<file path="config.mk">
export PLATFORM = sky130hd
export DESIGN_NAME = sdac_frontend
export DESIGN_NICKNAME = d
export VERILOG_FILES = /design/src/rtl/sdac_pkg.sv /design/src/rtl/sdac_sync.sv /design/src/rtl/sdac_edge.sv /design/src/rtl/sdac_shift.sv /design/src/rtl/sdac_hold.sv /design/src/rtl/sdac_frontend.sv
export SDC_FILE = /design/constraint.sdc
export NUM_CORES = 1
export LEC_CHECK = 0
export ABC_AREA = 1
export CAP_MARGIN = 0
export CORE_ASPECT_RATIO = 0.6
export CORE_MARGIN = 2
export CORE_UTILIZATION = 55
export DETAILED_ROUTE_END_ITERATION = 8
export GPL_TIMING_DRIVEN = 0
export PLACE_DENSITY = 0.8
export SKIP_CTS_REPAIR_TIMING = 1
export SLEW_MARGIN = 0
export SYNTH_ARGS = -nofsm -noshare
export SYNTH_HDL_FRONTEND = slang
export SYNTH_SLANG_ARGS = --single-unit
</file>
<file path="constraint.sdc">
create_clock -name clk -period 1.8 [get_ports clk]
set_clock_uncertainty 0.2 [all_clocks]
set_input_delay 0.18 -clock clk [delete_from_list [all_inputs] [get_ports clk]]
set_output_delay 0.18 -clock clk [all_outputs]
set_load 0.05 [all_outputs]
</file>
<file path="src/rtl/sdac_pkg.sv">
package sdac_pkg;

   typedef struct packed {
      logic sclk;
      logic cs_n;
      logic din;
   } sdac_pins_t;

   typedef struct packed {
      logic rise;
      logic fall;
   } sdac_edge_t;

   localparam sdac_pins_t PINS_IDLE = '{sclk: 1'b0, cs_n: 1'b1, din: 1'b0};

endpackage

</file>
<file path="src/rtl/sdac_sync.sv">
module sdac_sync #(
   parameter int          W       = 3,
   parameter int          STAGES  = 2,
   parameter logic [W-1:0] RST_VAL = '0
) (
   input  logic         clk,
   input  logic         rst_n,
   input  logic [W-1:0] d_i,
   output logic [W-1:0] q_o
);
   logic [W-1:0] stage_q [STAGES];

   for (genvar g = 0; g < STAGES; g++) begin : g_stage
      if (g == 0) begin : g_first
         always_ff @(posedge clk or negedge rst_n) begin
            if (!rst_n) stage_q[g] <= RST_VAL;
            else        stage_q[g] <= d_i;
         end
      end else begin : g_next
         always_ff @(posedge clk or negedge rst_n) begin
            if (!rst_n) stage_q[g] <= RST_VAL;
            else        stage_q[g] <= stage_q[g-1];
         end
      end
   end

   assign q_o = stage_q[STAGES-1];
endmodule

</file>
<file path="src/rtl/sdac_edge.sv">
module sdac_edge
   import sdac_pkg::*;
#(
   parameter logic RST_VAL = 1'b0
) (
   input  logic       clk,
   input  logic       rst_n,
   input  logic       lvl_i,
   output sdac_edge_t ev_o
);
   logic prev_q;

   always_ff @(posedge clk or negedge rst_n) begin
      if (!rst_n) prev_q <= RST_VAL;
      else        prev_q <= lvl_i;
   end

   assign ev_o.rise = lvl_i & ~prev_q;
   assign ev_o.fall = ~lvl_i & prev_q;
endmodule

</file>
<file path="src/rtl/sdac_shift.sv">
module sdac_shift #(
   parameter int FRAME_W = 16
) (
   input  logic               clk,
   input  logic               rst_n,
   input  logic               shift_en,
   input  logic               out_en,
   input  logic               bit_i,
   output logic [FRAME_W-1:0] word_o,
   output logic               dout_o
);
   logic [FRAME_W-1:0] word_q;
   logic               dout_q;

   always_ff @(posedge clk or negedge rst_n) begin
      if (!rst_n)        word_q <= '0;
      else if (shift_en) word_q <= {word_q[FRAME_W-2:0], bit_i};
   end

   always_ff @(posedge clk or negedge rst_n) begin
      if (!rst_n)      dout_q <= 1'b0;
      else if (out_en) dout_q <= word_q[FRAME_W-1];
   end

   assign word_o = word_q;
   assign dout_o = dout_q;
endmodule

</file>
<file path="src/rtl/sdac_hold.sv">
module sdac_hold #(
   parameter int FRAME_W  = 16,
   parameter int CODE_W   = 10,
   parameter int CODE_LSB = 2
) (
   input  logic               clk,
   input  logic               arst_n,
   input  logic               load_i,
   input  logic [FRAME_W-1:0] word_i,
   output logic [CODE_W-1:0]  code_o
);
   localparam int CODE_MSB = CODE_LSB + CODE_W - 1;

   logic [CODE_W-1:0] code_q;

   always_ff @(posedge clk or negedge arst_n) begin
      if (!arst_n)     code_q <= '0;
      else if (load_i) code_q <= word_i[CODE_MSB:CODE_LSB];
   end

   assign code_o = code_q;
endmodule

</file>
<file path="src/rtl/sdac_frontend.sv">
module sdac_frontend
   import sdac_pkg::*;
#(
   parameter int FRAME_W     = 16,
   parameter int CODE_W      = 10,
   parameter int PAD_W       = 4,
   parameter int TAIL_W      = 2,
   parameter int SYNC_STAGES = 2
) (
   input  logic              clk,
   input  logic              rst_n,
   input  logic              sclk_i,
   input  logic              cs_n_i,
   input  logic              din_i,
   input  logic              clr_n_i,
   output logic              dout_o,
   output logic [CODE_W-1:0] code_o
);
   localparam int PIN_W    = $bits(sdac_pins_t);
   localparam int CODE_LSB = TAIL_W;

   if (FRAME_W != PAD_W + CODE_W + TAIL_W) begin : g_bad_frame
      $error("frame width must equal pad + code + tail widths");
   end
   if (SYNC_STAGES < 2) begin : g_bad_sync
      $error("at least two synchronizer stages are needed");
   end
   if (CODE_W < 1 || FRAME_W < 2) begin : g_bad_code
      $error("code and frame widths too small");
   end

   sdac_pins_t         pins_raw, pins_s;
   logic [PIN_W-1:0]   pins_q;
   sdac_edge_t         sclk_ev, cs_ev;
   logic               cs_s;
   logic [FRAME_W-1:0] shreg;
   logic               hold_rst_n;

   assign pins_raw = '{sclk: sclk_i, cs_n: cs_n_i, din: din_i};

   sdac_sync #(
      .W      (PIN_W),
      .STAGES (SYNC_STAGES),
      .RST_VAL(PINS_IDLE)
   ) u_sync (
      .clk  (clk),
      .rst_n(rst_n),
      .d_i  (pins_raw),
      .q_o  (pins_q)
   );

   assign pins_s = sdac_pins_t'(pins_q);
   assign cs_s   = pins_s.cs_n;

   sdac_edge #(.RST_VAL(PINS_IDLE.sclk)) u_sclk_edge (
      .clk  (clk),
      .rst_n(rst_n),
      .lvl_i(pins_s.sclk),
      .ev_o (sclk_ev)
   );

   sdac_edge #(.RST_VAL(PINS_IDLE.cs_n)) u_cs_edge (
      .clk  (clk),
      .rst_n(rst_n),
      .lvl_i(pins_s.cs_n),
      .ev_o (cs_ev)
   );

   sdac_shift #(.FRAME_W(FRAME_W)) u_shift (
      .clk     (clk),
      .rst_n   (rst_n),
      .shift_en(sclk_ev.rise & ~cs_s),
      .out_en  (sclk_ev.fall & ~cs_s),
      .bit_i   (pins_s.din),
      .word_o  (shreg),
      .dout_o  (dout_o)
   );

   assign hold_rst_n = rst_n & clr_n_i;

   sdac_hold #(
      .FRAME_W (FRAME_W),
      .CODE_W  (CODE_W),
      .CODE_LSB(CODE_LSB)
   ) u_hold (
      .clk   (clk),
      .arst_n(hold_rst_n),
      .load_i(cs_ev.rise),
      .word_i(shreg),
      .code_o(code_o)
   );
endmodule

</file>
# Word level (Yosys, flattened, before mapping)
# Index checks and enable logic that the tools add are counted.
[classes]
n_bitwise = 10
[op_table]
columns = ["operator", "n"]
rows = [
  ["AND 1 bit", 6],
  ["NOT 1 bit", 4],
]
[word_totals]
ff_bits = 35

# Depth between registers and ports, before layout
# Gate-level depths: netlist of run 1.
[logic_depth]
ltp_word = 3
mapped_depth = 5
ltp_nobuf = 4

# By module
# A second synthesis of run 1 with hierarchy kept.
[unflattened]
hier_cells = 140
area_unflattened_um2 = 1381.3
[modules_own_cells]
columns = ["module", "instances", "cells_per_inst", "area_each_um2", "seq_area_each_um2"]
rows = [
  ["sdac_shift", 1, 73, 724.4, 425.4],
  ["sdac_hold", 1, 42, 377.9, 250.2],
  ["sdac_sync", 1, 9, 175.2, 152.6],
  ["sdac_edge (u_cs_edge)", 1, 5, 41.3, 26.3],
  ["sdac_edge (u_sclk_edge)", 1, 5, 40.0, 25.0],
  ["sdac_frontend", 1, 6, 22.5, 0.0],
]

# Worst setup path after synthesis of run 1
# No wires, ideal clock.
[synth_timing]
kind = "register to register"
start = "register u_sync.stage_q (netlist bit u_sync.q_o[1])"
end = "register u_shift.word_q[10], in the netlist u_shift.word_o[10]"
t_arrival_ps = 886
t_required_ps = 1484
setup_slack_ps = 598
path_stages_with_launch = 5
path_cell_list = "dfstp_2 > nor2_4 > buf_4 > nand3_1 > nand2_1"
[synth_between]
elab_chain_len = 2
[synth_lines]
columns = ["item", "line", "rtl"]
rows = [
  ["from (decl)", "sdac_sync.sv:11", "logic [W-1:0] stage_q [STAGES];"],
  ["from (signal, indexed assignment)", "sdac_sync.sv:22", "else stage_q[g] <= stage_q[g-1];"],
  ["NOT 1 bit", "n/a", ""],
  ["AND 1 bit", "sdac_frontend.sv:72", ".shift_en(sclk_ev.rise & ~cs_s),"],
  ["to (signal assigned)", "sdac_shift.sv:17", "else if (shift_en) word_q <= {word_q[FRAME_W-2:0], bit_i};"],
  ["to (decl)", "sdac_shift.sv:12", "logic [FRAME_W-1:0] word_q;"],
]
# Every way passes these cells.
# A chain may end at the register's enable or synchronous reset.

# Worst setup path in the final report of run 1
[layout_timing]
start = "register u_hold.code_q[8], in the netlist u_hold.code_o[8]"
end = "output port code_o[8]"
[layout_rtl]
columns = ["item", "line", "rtl"]
rows = [
  ["from (decl)", "sdac_hold.sv:14", "logic [CODE_W-1:0] code_q;"],
  ["from (signal assigned)", "sdac_hold.sv:18", "else if (load_i) code_q <= word_i[CODE_MSB:CODE_LSB];"],
  ["to (decl)", "sdac_frontend.sv:17", "output logic [CODE_W-1:0] code_o"],
]
# No word-level cell between the ends.

==> results of run 1 <==
[where the power goes]
part	internal (uW)	total [uW]	switching, uW
clock network	349	601	253
logic	104	320	217
registers	877	933	55.7
[path summary, 6_finish.rpt]
| kind | from | endpoint | depth (start not counted) |
|---|---|---|---|
| setup / recovery | u_hold.code_o[8] | code_o[8] | 1 |
| hold / removal | rst_n | u_sync.stage_q[5] | 1 |
| setup reg to reg | u_sclk_edge.prev_q | u_shift.word_o[11] | 5 |
| hold reg to reg | u_sync.stage_q[4] | u_sync.q_o[1] | 0 |
| max in group asynchronous | rst_n | u_hold.code_o[7] | 3 |
| min in group clk | cs_n_i | u_sync.stage_q[4] | 1 |
[flip-flops by register name (all words and copies together) (netlist names)]
register and count:
u_sclk_edge.prev_q 1, u_shift.dout_o 1, u_sync.stage_q 3, u_shift.word_o 16
u_cs_edge.prev_q 1, u_sync.q_o 3, u_hold.code_o 10
[cell usage after synthesis]
| cell | n | area [um^2] |
|---|---|---|
| buf_2 | 3 | 15.0 |
| nand3_1 | 27 | 135 |
| clkbuf_1 | 1 | 3.75 |
| inv_1 | 4 | 15.0 |
| buf_6 | 1 | 11.3 |
| dfrtp_1 | 32 | 801 |
| nand4_1 | 1 | 6.26 |
| buf_4 | 1 | 7.51 |
| nand2_4 | 1 | 11.3 |
| nor2_4 | 1 | 11.3 |
| dfstp_2 | 3 | 78.8 |
| nand2_1 | 56 | 210 |
[through the flow]
step	hold slack [ns]	power, uW
2_1_floorplan	-0.316	1150
3_3_place_gp	0.136	1260
3_5_place_dp	0.147	1270
4_1_cts	0.0867	1870
5_1_grt	-0.0196	1960
6_report	-0.0955	1850
[kinds of logic after synthesis]
group / Yosys count / share of synthesized area, %
flip-flops: 35 / 67.3
buffers and inverters: 10 / 4.02
AND/OR/NAND/NOR: 86 / 28.6
[layout make-up]
class / count / area [um^2] / area share [%]
Buffer: 6 / 37.5 / 2.30
Clock buffer: 8 / 100 / 6.13
Inverter: 4 / 15.0 / 0.919
Multi-Input combinational cell: 86 / 374 / 22.9
Sequential cell: 35 / 880 / 53.8
Tap cell: 30 / 37.5 / 2.30
Timing Repair Buffer: 16 / 190 / 11.6
[metal layers]
layer	part of all wire, %	wire length [um]	vias up
li1	-	-	463
met1	46	1040	471
met2	49	1110	21
met3	4.7	107	2
met4	0.44	10	0
met5	0	0	-
==> results.py, run 1 <==
metrics = {
    "sta": {
        "timing.fmax_ghz": 0.698,
        "rsz_0062_raised_after_global_routing": "false",
        "final_hold_viol_count": 22,
        "post-route-min-period_ns": 1.43,
        "slew_viols_final": 0,
        "finalCritPeriodShare_pct": 79.6,
        "max_slew_margin_pct": 27.5,
        "fin_setup_tns_ns": 0,
        "final-setup-viol-count": 0,
        "max_slew.worst_pin.slew_ns": 1.09,
        "worst_slack_ns": 0.368,
        "final_hold_slack_ns": -0.0955,
    },
    "critical_path": {
        "worst-endpoint-arrival_ns": 1.05,
        "worst-endpoint-required_ns": 1.42,
        "critPathCaptureType": "output port",
        "critical_path_buf_inv_count": 1,
        "kind_of_cell_with_the_highest_combined_delay_on_the_critical_path": "buffers and inverters",
        "crit_path_top_delay_cell": "dlymetal6s2s_1",
        "critical_path_class": "reg2out",
        "timing.reg2reg.setup_slack_ns": 0.48,
        "crit_path_cell_trace": "dlymetal6s2s_1",
        "max_stage_delay_ns": 0.43,
        "timing.critical_path.from_type": "flop",
        "crit_fanout": 2,
    },
    "floorplanning": {
        "floorplan.core_area_um2": 2210,
        "floorplan.initialDensity_pct": 59.0,
        "boundaryPins": 17,
        "die_w_um": 66.9,
        "core.rowCount": 13,
        "fp.dieH_um": 41.8,
        "die_area_um2": 2790,
    },
    "detailed_routing": {
        "drt-wirelength-per-cell_um": 12.3,
        "postRouteWirelength_um": 2270,
        "drtIter0Drc": 61,
        "antenna_violating_nets_left": 0,
        "drc": 0,
        "route.detailed.vias_per_inst": 5.17,
        "dr_total_vias": 957,
        "drt-pass1-iter-count": 4,
    },
    "layout": {
        "mostFrequentLayoutCell": "nand2_1",
        "fin_cells": 185,
        "num_antenna_cells": 0,
        "fin_util_pct": 73.9,
        "num-fill-cells": 157,
        "final_layout_size_suffix_gt1_share_pct": 11.0,
        "finish.net_count": 160,
        "most-common-layout-cells": "nand2_1 (56), dfrtp_1 (32), nand3_1 (27)",
        "post-route-cell-area_um2": 1630,
        "growth_of_design_area_from_synthesis_to_finish_pct": 25.1,
    },
    "global_routing": {
        "grt.met1_usage_pct": 27.7,
        "antenna_found_initial": 0,
        "via_count_of_the_first_global_routing_pass": 912,
        "global_route_wire_length_before_repair_um": 4120,
        "grt.overflow.total": 0,
        "grtUsageMet2_pct": 30.8,
        "grt.total_usage_pct": 20.1,
        "grt_start_max_net_pins": 27,
        "grt.busiest_layer": "met2",
        "gr-usage-met3_pct": 7.32,
    },
    "logic_synthesis": {
        "post_synth.cell_area_avg_um2": 9.97,
        "synthesized_instance_count": 131,
        "syn_nets": 137,
        "synthesis.area_um2": 1310,
        "netlist-cell-type-count": 12,
        "ys_warn_count": 0,
        "ys_ff_latch": 35,
        "synth-seq-area-share_pct": 67.3,
    },
    "clock_network": {
        "cts_tree": "yes",
        "clock_tree.buffer_depth": 2,
        "clock_sinks": 35,
        "clk_pin_slew_ns": 0.06,
        "worstSkewPairLatency_ns": 0.27,
        "ctsHtreeMaxLevel": 2,
        "tritoncts.num_buffers": 5,
        "cts-root-buf": "clkbuf_8",
    },
    "placed_design": {
        "place_inst": 177,
        "detailed_place.area_um2": 1500,
        "port_buffers": 16,
        "dp.final_hpwl_um": 1620,
        "weighted_congestion_reported_at_the_end_of_routability_driven_placement": 0.785,
        "detailedPlace.worstSlack_ns": -0.202,
    },
    "status": {
        "status": "finished with violations",
        "failed_checks": "hold timing",
    },
    "pwr": {
        "power.density_nw_per_um2": 1130,
        "power.ir.vdd_worst_mv": 0.579,
        "power.leakage_uw": 0.00106,
    },
    "flow_run": {
        "cap_viol_max_count": 0,
    },
    "hold_path": {
        "min_path_type": "in2async",
    },
}
Power figures use the tool's default switching activity.
==> run 2: changes to the inputs <==
--- a/config.mk
+++ b/config.mk
@@ -9,10 +9,10 @@
 export CAP_MARGIN = 0
 export CORE_ASPECT_RATIO = 0.6
 export CORE_MARGIN = 2
-export CORE_UTILIZATION = 55
+export CORE_UTILIZATION = 47
 export DETAILED_ROUTE_END_ITERATION = 8
 export GPL_TIMING_DRIVEN = 0
-export PLACE_DENSITY = 0.8
+export PLACE_DENSITY = 0.72
 export SKIP_CTS_REPAIR_TIMING = 1
 export SLEW_MARGIN = 0
 export SYNTH_ARGS = -nofsm -noshare
==> constraint.sdc (replaced) <==
create_clock -name clk -period 1.27 [get_ports clk]
set_clock_uncertainty 0.2 [all_clocks]
set_input_delay 0.127 -clock clk [delete_from_list [all_inputs] [get_ports clk]]
set_output_delay 0.127 -clock clk [all_outputs]
set_load 0.05 [all_outputs]
==> run 2 against run 1 <==
  * The flow finishes with violations (hold timing, setup timing)
  * Design area down 0.23%
  * Highest routed layer unchanged
  * Sequential cell count stayed put
  * Worst setup slack worse by 0.42 ns
  * Die area up 16%
  * Largest power group unchanged
  * Worst hold slack got worse by 0.25 ns
==> results.py, run 2 (synthesis results as in run 1) <==
metrics = {
    "status": {
        "status": "finished with violations",
        "failed_checks": "hold timing, setup timing",
    },
    "layout": {
        "growth_of_design_area_from_synthesis_to_finish_pct": 24.8,
        "multi_input_area_um2": 399,
        "final_layout_size_suffix_gt1_share_pct": 26.7,
        "num_antenna_cells": 0,
        "num-fill-cells": 212,
        "most-common-layout-cells": "nand2_1 (50), dfrtp_1 (32), nand3_1 (26)",
        "post-route-cell-area_um2": 1630,
        "finish.net_count": 166,
        "largest_register_ffs": 16,
        "seq_area_um2": 880,
        "mostFrequentLayoutCell": "nand2_1",
    },
    "floorplanning": {
        "core.rowCount": 14,
        "floorplan.core_area_um2": 2570,
        "fp.dieH_um": 44.8,
        "floorplan.initialDensity_pct": 50.7,
        "die_area_um2": 3230,
        "die_w_um": 72.1,
        "boundaryPins": 17,
    },
    "sta": {
        "post-route-min-period_ns": 1.32,
        "timing.fmax_ghz": 0.755,
        "final-setup-viol-count": 23,
        "finalCritPeriodShare_pct": 104,
        "slew_viols_final": 0,
        "max_slew.worst_pin.slew_ns": 0.617,
        "final_hold_viol_count": 22,
        "worst_slack_ns": -0.0541,
        "final_hold_slack_ns": -0.350,
        "max_slew_margin_pct": 58.9,
        "rsz_0062_raised_after_global_routing": "true",
    },
    "placed_design": {
        "detailed_place.area_um2": 1510,
        "port_buffers": 16,
        "dp.final_hpwl_um": 1620,
        "detailedPlace.worstSlack_ns": -0.704,
        "weighted_congestion_reported_at_the_end_of_routability_driven_placement": 0.728,
    },
    "global_routing": {
        "grt.overflow.total": 0,
        "grt.total_usage_pct": 17.3,
        "global_route_wire_length_before_repair_um": 4080,
        "antenna_found_initial": 0,
        "grt_start_max_net_pins": 27,
        "via_count_of_the_first_global_routing_pass": 892,
    },
    "critical_path": {
        "worst_r2r_path_depth": 5,
        "worstReg2RegEnd": "u_shift.word_o[12]",
        "worst-endpoint-required_ns": 1.29,
        "timing.reg2reg.setup_slack_ns": -0.05,
        "timing.critical_path.from_type": "flop",
        "worst-endpoint-arrival_ns": 1.34,
        "critPathCaptureType": "flop",
        "critical_path_class": "reg2reg",
        "critPathMostFrequentCell": "nand2_1",
        "timing.critical_path.depth": 5,
        "kind_of_cell_with_the_highest_combined_delay_on_the_critical_path": "flip-flops",
        "crit_path_cell_trace": "nor2_4, nand2_4, buf_2, nand2_1, nand2_1",
        "r2r-start": "u_sync.q_o[1]",
        "crit_path_top_delay_cell": "dfstp_2",
        "critical_path_buf_inv_count": 1,
        "max_stage_delay_ns": 0.62,
        "crit_fanout": 6,
    },
    "hold_path": {
        "min_path_type": "in2async",
    },
    "pwr": {
        "cell_internal_pwr_uw": 1810,
        "p_sw_uw": 764,
        "pwr-share-seq_pct": 51.6,
        "sw_frac_of_total_pct": 29.7,
        "power.density_nw_per_um2": 1580,
        "share_clk_of_total_power_pct": 31.1,
        "power.ir.vdd_worst_mv": 0.728,
        "combinational_power_share_pct": 17.3,
        "power.leakage_uw": 0.000909,
    },
    "detailed_routing": {
        "drt-wirelength-per-cell_um": 12.9,
        "drt-pass1-iter-count": 4,
        "dr_total_vias": 963,
        "route.detailed.vias_per_inst": 4.99,
        "drtIter0Drc": 59,
        "antenna_violating_nets_left": 0,
        "drc": 0,
        "postRouteWirelength_um": 2500,
    },
    "clock_network": {
        "cts-root-buf": "clkbuf_8",
        "clock_tree.buffer_depth": 2,
        "ctsHtreeMaxLevel": 2,
        "clock_sinks": 35,
        "worstSkewPairLatency_ns": 0.28,
        "clk_pin_slew_ns": 0.07,
        "cts_tree": "yes",
        "tritoncts.num_buffers": 5,
    },
    "flow_run": {
        "cap_viol_max_count": 0,
    },
}
-- run 2: cell types whose count changed in the layout (fill, tap and decap cells not counted), moves of 3 or more --
| cell | previous run | this run |
|---|---|---|
| clkbuf_2 | 0 | 5 |
| buf_6 | 1 | 4 |
| nand2_2 | 0 | 5 |
| clkbuf_4 | 0 | 4 |
| buf_4 | 1 | 4 |
| dlymetal6s2s_1 | 12 | 0 |
| nand2_1 | 56 | 50 |
| buf_2 | 3 | 7 |
-- run 2: per-stage QoR --
stage               setup TNS (ns)  std cells  power (uW)  utilization (%)
floorplan                        0        131        1630                -
detailed placement          -19.85        179        1810             58.5
CTS                         -13.17        187        2610             62.1
finish                      -0.558        193        2580             63.3
global placement            -17.38        179        1790             58.5
global route                 -2.01        193        2730             63.3
-- run 2: how the worst max path moves through the flow --
stage,from,endpoint,slack (ns)
detailed placement,rst_n,u_hold.code_o[8],-0.70
floorplan,u_sync.q_o[1],u_shift.word_o[10],0.07
global route,u_sclk_edge.prev_q,u_shift.word_o[15],-0.10
finish,u_sync.q_o[1],u_shift.word_o[12],-0.05
CTS,u_hold.code_o[0],code_o[0],-0.53
global placement,rst_n,u_hold.code_o[9],-0.62
-- run 2: power groups by stage --
stage | Combinational [uW] | Clock [uW] | Sequential (uW)
3_5_place_dp | 460 | 0 | 1350
2_1_floorplan | 134 | 0 | 1500
6_report | 446 | 800 | 1330
5_1_grt | 492 | 889 | 1340
4_1_cts | 461 | 822 | 1330
3_3_place_gp | 451 | 0 | 1340
-- run 2: layout make-up --
| cell class | count | area share [%] |
|---|---|---|
| Sequential cell | 35 | 54.0 |
| Multi-Input combinational cell | 86 | 24.5 |
| Clock inverter | 1 | 0.307 |
| Inverter | 4 | 0.921 |
| Buffer | 6 | 3.15 |
| Clock buffer | 7 | 5.30 |
| Tap cell | 32 | 2.46 |
| Timing Repair Buffer | 22 | 9.44 |
-- run 2: layer usage --
metal,GRT usage [%],part of all wire [%],up-vias
met2,25.5,45,24
met5,0,0,-
li1,-,-,474
met1,23.6,49,454
met3,5.36,3.7,11
met4,8.30,2.1,0
